==> src/rtl/bankio_pkg.sv <==
package bankio_pkg;

  typedef enum logic [1:0] {
    ROLE_ABSENT = 2'b00,
    ROLE_IN     = 2'b01,
    ROLE_OUT    = 2'b10,
    ROLE_BIDIR  = 2'b11
  } bank_role_e;

  function automatic logic role_senses(bank_role_e r);
    return (r == ROLE_IN) || (r == ROLE_BIDIR);
  endfunction

  function automatic logic role_drives(bank_role_e r);
    return (r == ROLE_OUT) || (r == ROLE_BIDIR);
  endfunction

endpackage

==> src/rtl/bankio_sync.sv <==
module bankio_sync #(
  parameter int W      = 32,
  parameter int STAGES = 2
) (
  input  logic         clk,
  input  logic         rst_n,
  input  logic [W-1:0] d,
  output logic [W-1:0] lvl,
  output logic [W-1:0] lvl_prev
);

  logic [STAGES-1:0][W-1:0] stage_q;
  logic [STAGES-1:0][W-1:0] stage_d;
  logic [W-1:0]             prev_q;

  for (genvar s = 0; s < STAGES; s++) begin : g_stage
    if (s == 0) begin : g_first
      assign stage_d[s] = d;
    end else begin : g_next
      assign stage_d[s] = stage_q[s-1];
    end
  end

  always_ff @(posedge clk or negedge rst_n) begin
    if (!rst_n) begin
      stage_q <= '0;
      prev_q  <= '0;
    end else begin
      stage_q <= stage_d;
      prev_q  <= stage_q[STAGES-1];
    end
  end

  assign lvl      = stage_q[STAGES-1];
  assign lvl_prev = prev_q;

endmodule

==> src/rtl/bankio_bank.sv <==
module bankio_bank
  import bankio_pkg::*;
#(
  parameter bank_role_e ROLE = ROLE_IN,
  parameter int         W    = 8
) (
  input  logic           clk,
  input  logic           rst_n,
  input  logic [W-1:0]   lvl,
  input  logic [W-1:0]   lvl_prev,
  input  logic [2*W-1:0] mode,
  input  logic           data_we,
  input  logic [W-1:0]   wdata,
  input  logic           stat_re,
  output logic [W-1:0]   out_q,
  output logic [W-1:0]   rdback,
  output logic [W-1:0]   stat_q,
  output logic           irq
);

  localparam logic SENSES = role_senses(ROLE);
  localparam logic DRIVES = role_drives(ROLE);
  localparam logic INVERT = (ROLE == ROLE_BIDIR);

  logic [W-1:0] rise, fall, hits, stat_d, out_d;

  // edge qualification per channel from its two-bit mode
  always_comb begin
    rise = lvl & ~lvl_prev;
    fall = ~lvl & lvl_prev;
    for (int j = 0; j < W; j++) begin
      hits[j] = SENSES && ((mode[2*j] && rise[j]) || (mode[2*j+1] && fall[j]));
    end
  end

  // next state: a read clears, a fresh edge wins over the clear
  always_comb begin
    stat_d = (stat_re ? '0 : stat_q) | hits;
    out_d  = (DRIVES && data_we) ? wdata : out_q;
  end

  always_ff @(posedge clk or negedge rst_n) begin
    if (!rst_n) begin
      stat_q <= '0;
      out_q  <= '0;
    end else begin
      stat_q <= stat_d;
      out_q  <= out_d;
    end
  end

  assign rdback = INVERT ? ~lvl : (SENSES ? lvl : '0);
  assign irq    = |stat_q;


  stat_clear_chk: assert property (@(posedge clk) disable iff (!rst_n)
    stat_re |=> ((stat_q & ~$past(hits)) == '0));


  stat_hold_chk: assert property (@(posedge clk) disable iff (!rst_n)
    (!stat_re && (hits == '0)) |=> $stable(stat_q));


  stat_cause_chk: assert property (@(posedge clk) disable iff (!rst_n)
    1'b1 |=> ((stat_q & ~$past(stat_q) & ~$past(hits)) == '0));


  out_ignore_chk: assert property (@(posedge clk) disable iff (!rst_n)
    (data_we && !DRIVES) |=> $stable(out_q));

endmodule

==> src/rtl/pio_bank_ctrl.sv <==
module pio_bank_ctrl
  import bankio_pkg::*;
#(
  parameter int                    NUM_BANKS   = 4,
  parameter int                    BANK_W      = 8,
  parameter int                    SYNC_STAGES = 2,
  parameter int                    ADDR_W      = 6,
  parameter logic [2*NUM_BANKS-1:0] BANK_ROLES = 8'b00_11_10_01
) (
  input  logic                          clk,
  input  logic                          rst_n,
  input  logic                          bus_sel,
  input  logic                          bus_wr,
  input  logic [ADDR_W-1:0]             bus_addr,
  input  logic [BANK_W-1:0]             bus_wdata,
  output logic [BANK_W-1:0]             bus_rdata,
  input  logic [NUM_BANKS*BANK_W-1:0]   line_in,
  output logic [NUM_BANKS*BANK_W-1:0]   line_out,
  output logic [NUM_BANKS-1:0]          bank_irq
);

  localparam int NCH           = NUM_BANKS * BANK_W;
  localparam int STAT_BASE     = 8;
  localparam int MASK_BASE     = 16;
  localparam int MASK_PER_BANK = 2;
  localparam int NUM_MASK      = NUM_BANKS * MASK_PER_BANK;

  logic rd_en, wr_en;
  assign rd_en = bus_sel & ~bus_wr;
  assign wr_en = bus_sel & bus_wr;

  logic [NCH-1:0] lvl, lvl_prev;

  bankio_sync #(.W(NCH), .STAGES(SYNC_STAGES)) u_sync (
    .clk      (clk),
    .rst_n    (rst_n),
    .d        (line_in),
    .lvl      (lvl),
    .lvl_prev (lvl_prev)
  );

  // trigger-mode registers
  logic [NUM_MASK-1:0][BANK_W-1:0] mask_q, mask_d;
  logic [NUM_MASK-1:0]             mask_sel;

  always_comb begin
    for (int m = 0; m < NUM_MASK; m++) begin
      mask_sel[m] = (bus_addr == ADDR_W'(MASK_BASE + m));
      mask_d[m]   = (wr_en && mask_sel[m]) ? bus_wdata : mask_q[m];
    end
  end

  always_ff @(posedge clk or negedge rst_n) begin
    if (!rst_n) mask_q <= '0;
    else        mask_q <= mask_d;
  end

  // banks
  logic [NUM_BANKS-1:0]             data_sel, stat_sel;
  logic [NUM_BANKS-1:0][BANK_W-1:0] bank_rdback, bank_stat;

  for (genvar b = 0; b < NUM_BANKS; b++) begin : g_bank
    localparam bank_role_e ROLE_B = bank_role_e'(BANK_ROLES[2*b +: 2]);

    assign data_sel[b] = (bus_addr == ADDR_W'(b));
    assign stat_sel[b] = (bus_addr == ADDR_W'(STAT_BASE + b));

    bankio_bank #(.ROLE(ROLE_B), .W(BANK_W)) u_bank (
      .clk      (clk),
      .rst_n    (rst_n),
      .lvl      (lvl[b*BANK_W +: BANK_W]),
      .lvl_prev (lvl_prev[b*BANK_W +: BANK_W]),
      .mode     ({mask_q[MASK_PER_BANK*b+1], mask_q[MASK_PER_BANK*b]}),
      .data_we  (wr_en & data_sel[b]),
      .wdata    (bus_wdata),
      .stat_re  (rd_en & stat_sel[b]),
      .out_q    (line_out[b*BANK_W +: BANK_W]),
      .rdback   (bank_rdback[b]),
      .stat_q   (bank_stat[b]),
      .irq      (bank_irq[b])
    );

    if (!role_senses(ROLE_B)) begin : g_nosense_chk

      blind_read_chk: assert property (@(posedge clk) disable iff (!rst_n)
        (rd_en && data_sel[b]) |=> (bus_rdata == '0));
    end
  end

  // read path
  logic [BANK_W-1:0] rd_val, rdata_d, rdata_q;
  logic              any_sel;

  always_comb begin
    rd_val = '0;
    for (int b = 0; b < NUM_BANKS; b++) begin
      rd_val |= data_sel[b] ? bank_rdback[b] : '0;
      rd_val |= stat_sel[b] ? bank_stat[b]   : '0;
    end
    for (int m = 0; m < NUM_MASK; m++) begin
      rd_val |= mask_sel[m] ? mask_q[m] : '0;
    end
    rdata_d = rd_en ? rd_val : rdata_q;
  end

  always_ff @(posedge clk or negedge rst_n) begin
    if (!rst_n) rdata_q <= '0;
    else        rdata_q <= rdata_d;
  end

  assign bus_rdata = rdata_q;
  assign any_sel   = (|data_sel) | (|stat_sel) | (|mask_sel);


  unmapped_read_chk: assert property (@(posedge clk) disable iff (!rst_n)
    (rd_en && !any_sel) |=> (bus_rdata == '0));


  rdata_hold_chk: assert property (@(posedge clk) disable iff (!rst_n)
    !rd_en |=> $stable(bus_rdata));

endmodule

==> config.mk <==
export PLATFORM = sky130hd
export DESIGN_NAME = pio_bank_ctrl
export DESIGN_NICKNAME = d
export VERILOG_FILES = /design/src/rtl/bankio_pkg.sv /design/src/rtl/bankio_sync.sv /design/src/rtl/bankio_bank.sv /design/src/rtl/pio_bank_ctrl.sv
export SDC_FILE = /design/constraint.sdc
export NUM_CORES = 1
export LEC_CHECK = 0
export BUFFER_PORTS_ARGS = -buffer_cell sky130_fd_sc_hd__buf_2
export CAP_MARGIN = 20
export CORE_MARGIN = 5
export CORE_UTILIZATION = 57
export CTS_CLUSTER_SIZE = 40
export DETAILED_ROUTE_END_ITERATION = 12
export MAX_ROUTING_LAYER = met4
export PLACE_DENSITY = 0.77
export SYNTH_ARGS = -nofsm -noshare
export SYNTH_HDL_FRONTEND = slang
export SYNTH_SLANG_ARGS = --single-unit
==> constraint.sdc <==
create_clock -name clk -period 1.77 [get_ports clk]
set_input_delay 0.177 -clock clk [delete_from_list [all_inputs] [get_ports clk]]
set_output_delay 0.177 -clock clk [all_outputs]
set_load 0.005 [all_outputs]
==> reports/summary.txt, run 1 <==
Mux share of post-synthesis cell area: 21.0%
Combinational share of power: 9.2%
Final setup vio count: 0
RSZ-0062 raised after global routing: no
Final WL: 14600 microns
Wire per inst: 20.6 microns
Syn Inst Count: 453
Arr. time, crit path: 1.51 ns
Internal: 6.49 mW
Chip Width: 116 microns
Synth unique cells: 43
R2R depth: 4
Sequential area share after synthesis: 59.8%
Worst relative slew slack: 64.2%
Fin. max-slew vios: 0
Dpl hpwl: 10200 microns
Core area: 10900 sq um
Clk buf depth: 2
DRC viols: 0
Worst Path Required: 1.59 ns
Post-synth top cells: 152 x dfrtp_1, 87 x mux2_2, 43 x nand2_1, 20 x buf_4, 15 x o211ai_1
Clock skew: 0.00781 ns
Crit-path cells: nor4_2 > nand2_1 > buf_2
XOR/XNOR Fraction of Synth Area: 0%
# IOs: 94
RD Place Congestion: 0.944
Inserted Clock Buffers: 17
CP max stage cell: dfrtp_1
Leakage: 3.55 nW
Routed Antenna Nets: 0
Row cnt: 38
Number of synthesized flops with an enable pin: 0
Max-cap violations: 0
Worst hold slack: 0.0326 ns
Worst-Margin Slew: 0.536 ns
Fin cells: 710
Critical path's largest stage delay: 0.41 ns
Yosys warns: 0
Area leader, netlist: dfrtp_1
Fraction of layout cells with a size suffix above 1: 40.8%
Clock root cell: clkbuf_8
Simple-Gate Fraction of Synth Area: 9.65%
Later-pin clock latency in the skew report: 0.54 ns
Routed vias/inst: 5.81
Critical path fanouts, max: 3
Iteration-0 DRC count of the detailed router: 212
Crit path capture type: primary output
Fin area: 7740 sq um
Worst R2R Start: mask_q[13]
Flop pwr share: 47.1%
Die ar.: 13400 sq um
Fmax: 592 MHz
Reg2reg end: bus_rdata[5]
Area of the multi-input gates: 2400 sq um
Final nets: 606
Initial antenna violation count: 0
Via count: 4124
Area after DPL: 6940 sq um
Tightest Hold Check Type: input port to register
Worst R2R Setup Slack: 0.12 ns
Clock sink count: 152
Post-synthesis adder-cell area fraction: 0%
CTS tree: done
Number of global-route vias before repair: 4549
Critical path startpoint category: register
Hold path cells: 2
Crit share post-route: 95.4%
CP Depth: 3
Sw Pwr: 1.96 mW
# placed instances: 659
Clock network power share: 43.7%
Switching Fraction: 23.2%
Port Buffers: 59
Synth async-reset ratio: 100%
DR pass1 iterations: 5
Power per cell area: 1090 nW/um^2
Die H: 116 microns
Top Family by Delay on Critical Path: simple AND/OR/NAND/NOR gates
Reg clk slew, reported paths: 0.06 ns
Critical path class: register to primary output
Seq. cell area: 3800 sq um
VDD IR max: 0.949 mV
Largest cells by area after synthesis: dfrtp_1 60%, mux2_2 15%, mux4_2 5.0%, nand2_1 2.5%, buf_4 2.4%
Flop and latch count out of synthesis: 152
H-tree levels: 4
First-pass GRT wire length: 24200 microns
Total Routing Usage GR: 25.1%
Largest net degree at the start of global routing: 57
Largest family of logic cells by synthesized area: multiplexers
Final hold vios: 0
Total power: 8.46 mW
Fin crit period: 1.69 ns
Congestion Overflow GR: 0
Number of fillers in the final layout: 717
Area grow syn2layout: 21.8%
Synthesized area: 6360 sq um
Ys flop type: dfrtp_1
Post-synthesis area per instance: 14.0 sq um
Initial core utilization: 58.4%
Status: completed
Crit path to: bank_irq[2]
Setup crit start: g_bank[2].u_bank.stat_q[6]
Top-count cell post-synth: dfrtp_1
Compound-cell area share of the yosys netlist: 5.83%
Yosys top cell area share: 59.8%
WP buf/inv: 1
[per-stage QoR]
stage | TNS [ns] | utilization [%] | setup slack [ns]
3_3_place_gp | 0 | 63.7 | 0.0365
4_1_cts | 0 | 70.9 | 0.0242
2_1_floorplan | 0 | - | 0.117
5_1_grt | 0 | 71.1 | 0.00542
6_report | 0 | 71.1 | 0.0811
3_5_place_dp | -0.00500 | 63.7 | -0.00500
[registers in the layout (all words and copies together), names as in the netlist]
signal	cells
mask_q	64
u_sync.lvl	16
g_bank.u_bank.out_q	16
bus_rdata	8
u_sync.stage_d	16
g_bank.u_bank.stat_q	16
u_sync.lvl_prev	16
[layout by cell type (no fill, tap or decap), drive strengths merged, types with 2 or more instances in the layout]
| master | instances |
|---|---|
| a2111oi | 2 |
| a21o | 3 |
| a21oi | 5 |
| a22oi | 8 |
| a31oi | 7 |
| buf | 85 |
| bufinv | 4 |
| clkbuf | 20 |
| clkinv | 5 |
| clkinvlp | 3 |
| conb | 18 |
| dfrtp | 152 |
| dlygate4sd3 | 17 |
| inv | 2 |
| mux2 | 87 |
| mux2i | 4 |
| mux4 | 14 |
| nand2 | 43 |
| nand2b | 2 |
| nand3 | 6 |
| nand3b | 13 |
| nand4 | 2 |
| nor2 | 24 |
| nor2b | 2 |
| nor3 | 3 |
| nor4 | 5 |
| o211ai | 15 |
| o21ai | 4 |
| o22ai | 2 |
| o32a | 2 |
[power by group through the flow]
stage | logic, mW | clock network [mW] | registers (mW)
global placement | 0.696 | 0 | 4.02
global route | 0.862 | 3.92 | 4.02
CTS | 0.762 | 3.75 | 3.98
detailed placement | 0.725 | 0 | 4.04
finish | 0.778 | 3.69 | 3.99
floorplan | 0.441 | 0 | 3.96
[how the worst min path moves through the flow]
| stage | start | slack [ns] | endpoint |
|---|---|---|---|
| global placement | rst_n | 0.17 | g_bank[2].u_bank.out_q[6] |
| floorplan | rst_n | -0.12 | bus_rdata[0] |
| global route | bus_wdata[5] | 0.03 | mask_q[61] |
| CTS | bus_wdata[5] | 0.0004 | mask_q[5] |
| detailed placement | rst_n | 0.18 | g_bank[2].u_bank.out_q[6] |
| finish | bus_wdata[5] | 0.03 | mask_q[5] |
[per-layer routing]
metal | vias to the layer above | part of all wire (%) | wire length (microns) | global-route usage (%)
met3 | 35 | 6.2 | 911 | 5.59
li1 | 1830 | - | - | -
met2 | 152 | 50 | 7350 | 39.9
met4 | 0 | 3.1 | 453 | 10.7
met5 | - | 0 | 0 | -
met1 | 2107 | 40 | 5880 | 31.3
[kinds of logic (layout without fill, tap and decap cells)]
logic type	after synthesis	count (layout)
AO/OA/AOI/OAI	52	52
buffers and inverters	37	136
flip-flops	152	152
multiplexers	105	105
other	1	19
AND/OR/NAND/NOR	106	106
[cell type report]
type	instances	area share (%)
Tap cell	140	2.26
Clock inverter	12	2.26
Inverter	2	0.0970
Clock buffer	20	5.63
Timing Repair Buffer	102	9.59
Antenna cell	1	0.0323
Sequential cell	152	49.1
Multi-Input combinational cell	281	31.0
[timing repair]
action / CTS / global route
setup endpoints to repair: 0 / 1
hold buffers: 17 / 0
setup buffers: 0 / 1
gates resized for setup: 0 / 2
hold endpoints to repair: 68 / 0
Power figures use the tool's default switching activity.
==> run 2, diff against run 1 <==
Settings changed: CAP_MARGIN 20 to 10, CORE_ASPECT_RATIO set to 0.8.
==> reports/summary.txt, run 2 (synthesis gave the netlist of run 1 again) <==
Die H: 104 microns
Max-cap violations: 0
Chip Width: 128 microns
Critical path startpoint category: register
Later-pin clock latency in the skew report: 0.41 ns
Critical path fanouts, max: 3
Total Routing Usage GR: 24.0%
Iteration-0 DRC count of the detailed router: 243
VDD IR max: 0.776 mV
Congestion Overflow GR: 0
# IOs: 94
Worst-Margin Slew: 0.629 ns
CTS tree: done
Leakage: 3.53 nW
Worst relative slew slack: 57.0%
Sw Pwr: 1.95 mW
Clk buf depth: 2
Fin crit period: 1.62 ns
# placed instances: 666
First-pass GRT wire length: 23900 microns
RD Place Congestion: 0.894
Initial core utilization: 58.4%
Final hold vios: 0
Inserted Clock Buffers: 17
Critical path class: register to register
Die ar.: 13400 sq um
Tightest Hold Check Type: input port to register
Fmax: 618 MHz
Worst Path Required: 2.06 ns
Routed vias/inst: 5.81
Clock root cell: clkbuf_16
Clock skew: 0.00714 ns
Wire per inst: 20.2 microns
Most common cell after layout, fill and taps aside: dfrtp_1
Biggest register: mask_q
Total power: 7.97 mW
Antenna Cells: 0
H-tree levels: 4
Routed Antenna Nets: 0
Row cnt: 34
Final setup vio count: 0
Fin cells: 715
Post-CTS Setup Bufs: 0
Reg clk slew, reported paths: 0.06 ns
Clock network power share: 40.4%
Area grow syn2layout: 21.3%
Internal: 6.02 mW
DRC viols: 0
Final WL: 14500 microns
Fin. max-slew vios: 0
Switching Fraction: 24.5%
Status: completed
Initial antenna violation count: 0
Crit share post-route: 91.5%
Highest-count cells in the layout ignoring fill and taps: 152 x dfrtp_1, 87 x mux2_2, 58 x buf_2
Number of global-route vias before repair: 4399
RSZ-0062 raised after global routing: no
Port Buffers: 59
Max FFs per register: 64
Core area: 10900 sq um
Dpl hpwl: 10400 microns
Fraction of layout cells with a size suffix above 1: 40.6%
DR pass1 iterations: 5
Combinational share of power: 9.6%
Flop pwr share: 50.0%
Final nets: 608
Clock sink count: 152
Arr. time, crit path: 1.91 ns
Largest net degree at the start of global routing: 55
Via count: 4152
Power per cell area: 1030 nW/um^2
Crit path capture type: register
==> run 2: cell types whose count changed in the layout (fill, tap and decap cells not counted), sizes merged <==
cell      change
bufinv        -4
buf           +2
clkinvlp      +2
clkbuf        +1
diode         -1
inv           +1
==> run 2: metal layers <==
layer  share of wire [%]  up-vias  track usage (%)  routed length (microns)
met4                 1.5        0             5.91                      211
li1                    -     1834                -                        -
met1                  43     2144             33.2                     6210
met3                 7.0       18             6.21                     1020
met2                  49      156             36.0                     7020
met5                   0        -                -                        0
==> run 2: timing repair <==
| action | in CTS | in global routing |
|---|---|---|
| gates resized for setup | 0 | 0 |
| endpoints found under the hold margin | 67 | 0 |
| hold buffers | 17 | 0 |
==> run 2: path summary, 6_finish.rpt <==
kind	start	endpoint	slack [ns]	cells after the start
hold / removal	bus_wdata[0]	mask_q[48]	0.16	2
min in group asynchronous	rst_n	u_sync.lvl[3]	0.29	2
max in group asynchronous	rst_n	mask_q[33]	0.90	3
hold reg to reg	u_sync.stage_d[51]	u_sync.lvl[19]	0.35	0
setup reg to reg	mask_q[13]	bus_rdata[5]	0.15	4
setup / recovery	mask_q[13]	bus_rdata[5]	0.15	4
==> run 2: worst max-delay path: stages (launching register included) <==
cell and delay (ns):
dfrtp_1 0.41, mux4_2 0.49, nand2_1 0.09, o311ai_0 0.12
o32a_1 0.39
==> run 2: layout make-up <==
cell class,instances,area [sq um]
Clock buffer,21,460
Clock inverter,11,75.1
Fill cell,753,3180
Inverter,2,7.51
Multi-Input combinational cell,281,2390
Sequential cell,152,3800
Tap cell,144,180
Timing Repair Buffer,104,795
==> run 2: through the flow <==
step                setup WS [ns]  instance area, sq um  util (%)  setup TNS, ns  hold WS, ns
finish                      0.151                  7710      70.8              0        0.159
global route               0.0784                  7710      70.8              0        0.151
CTS                         0.153                  7710      70.8              0        0.144
detailed placement        -0.0122                  7000      64.3        -0.0197        0.170
global placement           0.0290                  7000      64.3              0        0.160
floorplan                   0.117                  6420         -              0       -0.119
==> run 2: power by group through the flow <==
| stage | sequential (mW) | combinational [mW] | clock (mW) |
|---|---|---|---|
| 2_1_floorplan | 3.96 | 0.441 | 0 |
| 3_3_place_gp | 4.02 | 0.703 | 0 |
| 4_1_cts | 3.98 | 0.773 | 3.26 |
| 6_report | 3.98 | 0.766 | 3.22 |
| 5_1_grt | 4.02 | 0.847 | 3.43 |
| 3_5_place_dp | 4.04 | 0.734 | 0 |
==> run 3, diff against run 2 <==
--- a/config.mk
+++ b/config.mk
@@ -14,3 +14,2 @@
 export DETAILED_ROUTE_END_ITERATION = 12
-export MAX_ROUTING_LAYER = met4
 export PLACE_DENSITY = 0.77
==> constraint.sdc (replaced) <==
create_clock -name clk -period 1.77 [get_ports clk]
set_input_delay 0 -clock clk [delete_from_list [all_inputs] [get_ports clk]]
set_output_delay 0 -clock clk [all_outputs]
set_load 0.005 [all_outputs]
==> reports/summary.txt, run 3 (synthesis gave the netlist of run 1 again) <==
Reg clk slew, reported paths: 0.06 ns
Worst relative slew slack: 48.4%
Clock network power share: 45.3%
Max FFs per register: 64
Max-cap violations: 0
Fraction of layout cells with a size suffix above 1: 39.1%
Switching Fraction: 22.7%
Worst R2R Start: mask_q[13]
Largest net degree at the start of global routing: 57
Antenna Cells: 0
Iteration-0 DRC count of the detailed router: 306
Highest-count cells in the layout ignoring fill and taps: 152 x dfrtp_1, 87 x mux2_2, 58 x buf_2
Flop pwr share: 45.9%
Final hold vios: 0
GRT met2 Usage: 36.2%
Worst-Margin Slew: 0.772 ns
Leakage: 3.56 nW
Clock skew: 0.00582 ns
First-pass GRT wire length: 24100 microns
Worst hold slack: 0.0228 ns
Fmax: 634 MHz
Routed Antenna Nets: 0
# IOs: 94
Met1 usage: 32.3%
Total Routing Usage GR: 23.5%
Inserted Clock Buffers: 17
Routed vias/inst: 5.85
Crit path to: bus_rdata[5]
H-tree levels: 4
DRC viols: 0
GR peak layer: met2
Row cnt: 34
RSZ-0062 raised after global routing: no
Combinational share of power: 8.7%
Fin cells: 714
Core area: 10900 sq um
Met3 Resource Use GR: 5.90%
Reg2reg end: bus_rdata[5]
Chip Width: 128 microns
DR pass1 iterations: 5
Setup crit start: mask_q[13]
Initial antenna violation count: 0
Worst Path Required: 2.07 ns
Fin. max-slew vios: 0
Area grow syn2layout: 22.1%
Clock sink count: 152
Worst R2R Setup Slack: 0.19 ns
Post_cts resized: 0
Number of global-route vias before repair: 4534
Internal: 6.71 mW
Crit path capture type: register
Later-pin clock latency in the skew report: 0.42 ns
Setup TNS: 0 ns
RD Place Congestion: 0.879
Via count: 4175
Total power: 8.67 mW
Post-route setup slack: 0.192 ns
Dpl hpwl: 10100 microns
Port Buffers: 59
Status: completed
Clk buf depth: 2
Die H: 104 microns
Power per cell area: 1120 nW/um^2
Die ar.: 13400 sq um
Sw Pwr: 1.97 mW
Final setup vio count: 0
# placed instances: 658
Most common cell after layout, fill and taps aside: dfrtp_1
Critical path startpoint category: register
Final nets: 607
Clock root cell: clkbuf_16
Fin crit period: 1.58 ns
Congestion Overflow GR: 0
Critical path fanouts, max: 3
Critical path class: register to register
Final WL: 14500 microns
Initial core utilization: 58.4%
R2R depth: 4
Wire per inst: 20.3 microns
VDD IR max: 0.740 mV
Tightest Hold Check Type: input port to register
CTS tree: done
Arr. time, crit path: 1.88 ns
Biggest register: mask_q
Crit share post-route: 89.1%
Post-Place Setup Slack: 0.168 ns
==> run 3: area by class of cell <==
cell class              instances  area (sq um)
repair buffers                103           742
inverters                       2          7.51
well taps                     144           180
flip-flops and latches        152          3800
fillers                       744          3130
clock inverters                11           194
multi-input cells             281          2390
clock buffers                  21           450
==> run 3: worst min path at each step <==
| stage | startpoint | endpoint | slack [ns] | depth (start not counted) |
|---|---|---|---|---|
| finish | bus_wdata[7] | mask_q[55] | 0.02 | 2 |
| global route | bus_wdata[3] | mask_q[43] | 0.01 | 2 |
| CTS | bus_wdata[3] | mask_q[43] | 0.002 | 2 |
| detailed placement | rst_n | u_sync.stage_d[35] | -0.14 | 1 |
| global placement | rst_n | u_sync.stage_d[35] | -0.14 | 1 |
| floorplan | rst_n | bus_rdata[0] | -0.30 | 0 |
==> run 3: critical path, cell delays in order, from the launching register on <==
cell,delay (ns)
dfrtp_1,0.41
mux4_2,0.48
nand2_1,0.08
o311ai_0,0.12
o32a_1,0.37
==> run 3: layer usage <==
| metal | vias up | wire length (microns) |
|---|---|---|
| met3 | 24 | 1080 |
| met1 | 2139 | 6200 |
| met5 | - | 0 |
| met4 | 0 | 297 |
| met2 | 177 | 6950 |
| li1 | 1835 | - |
==> run 3: power by group through the flow <==
stage / clock (mW) / sequential (mW) / combinational, mW
after floorplan: 0 / 3.96 / 0.441
after global placement: 0 / 4.02 / 0.685
after detailed placement: 0 / 4.04 / 0.712
after CTS: 3.97 / 3.98 / 0.762
after global routing: 4.13 / 4.02 / 0.840
final: 3.93 / 3.99 / 0.759
==> run 3: repair_timing <==
item,4_1_cts,5_1_grt
setup buffers,0,0
endpoints found under the hold margin,228,0
hold buffers,24,0
==> run 3: through the flow <==
| stage | util [%] | cell area, sq um |
|---|---|---|
| global placement | 63.2 | 6880 |
| floorplan | - | 6420 |
| detailed placement | 63.2 | 6880 |
| global route | 71.3 | 7760 |
| finish | 71.3 | 7760 |
| CTS | 71.3 | 7760 |
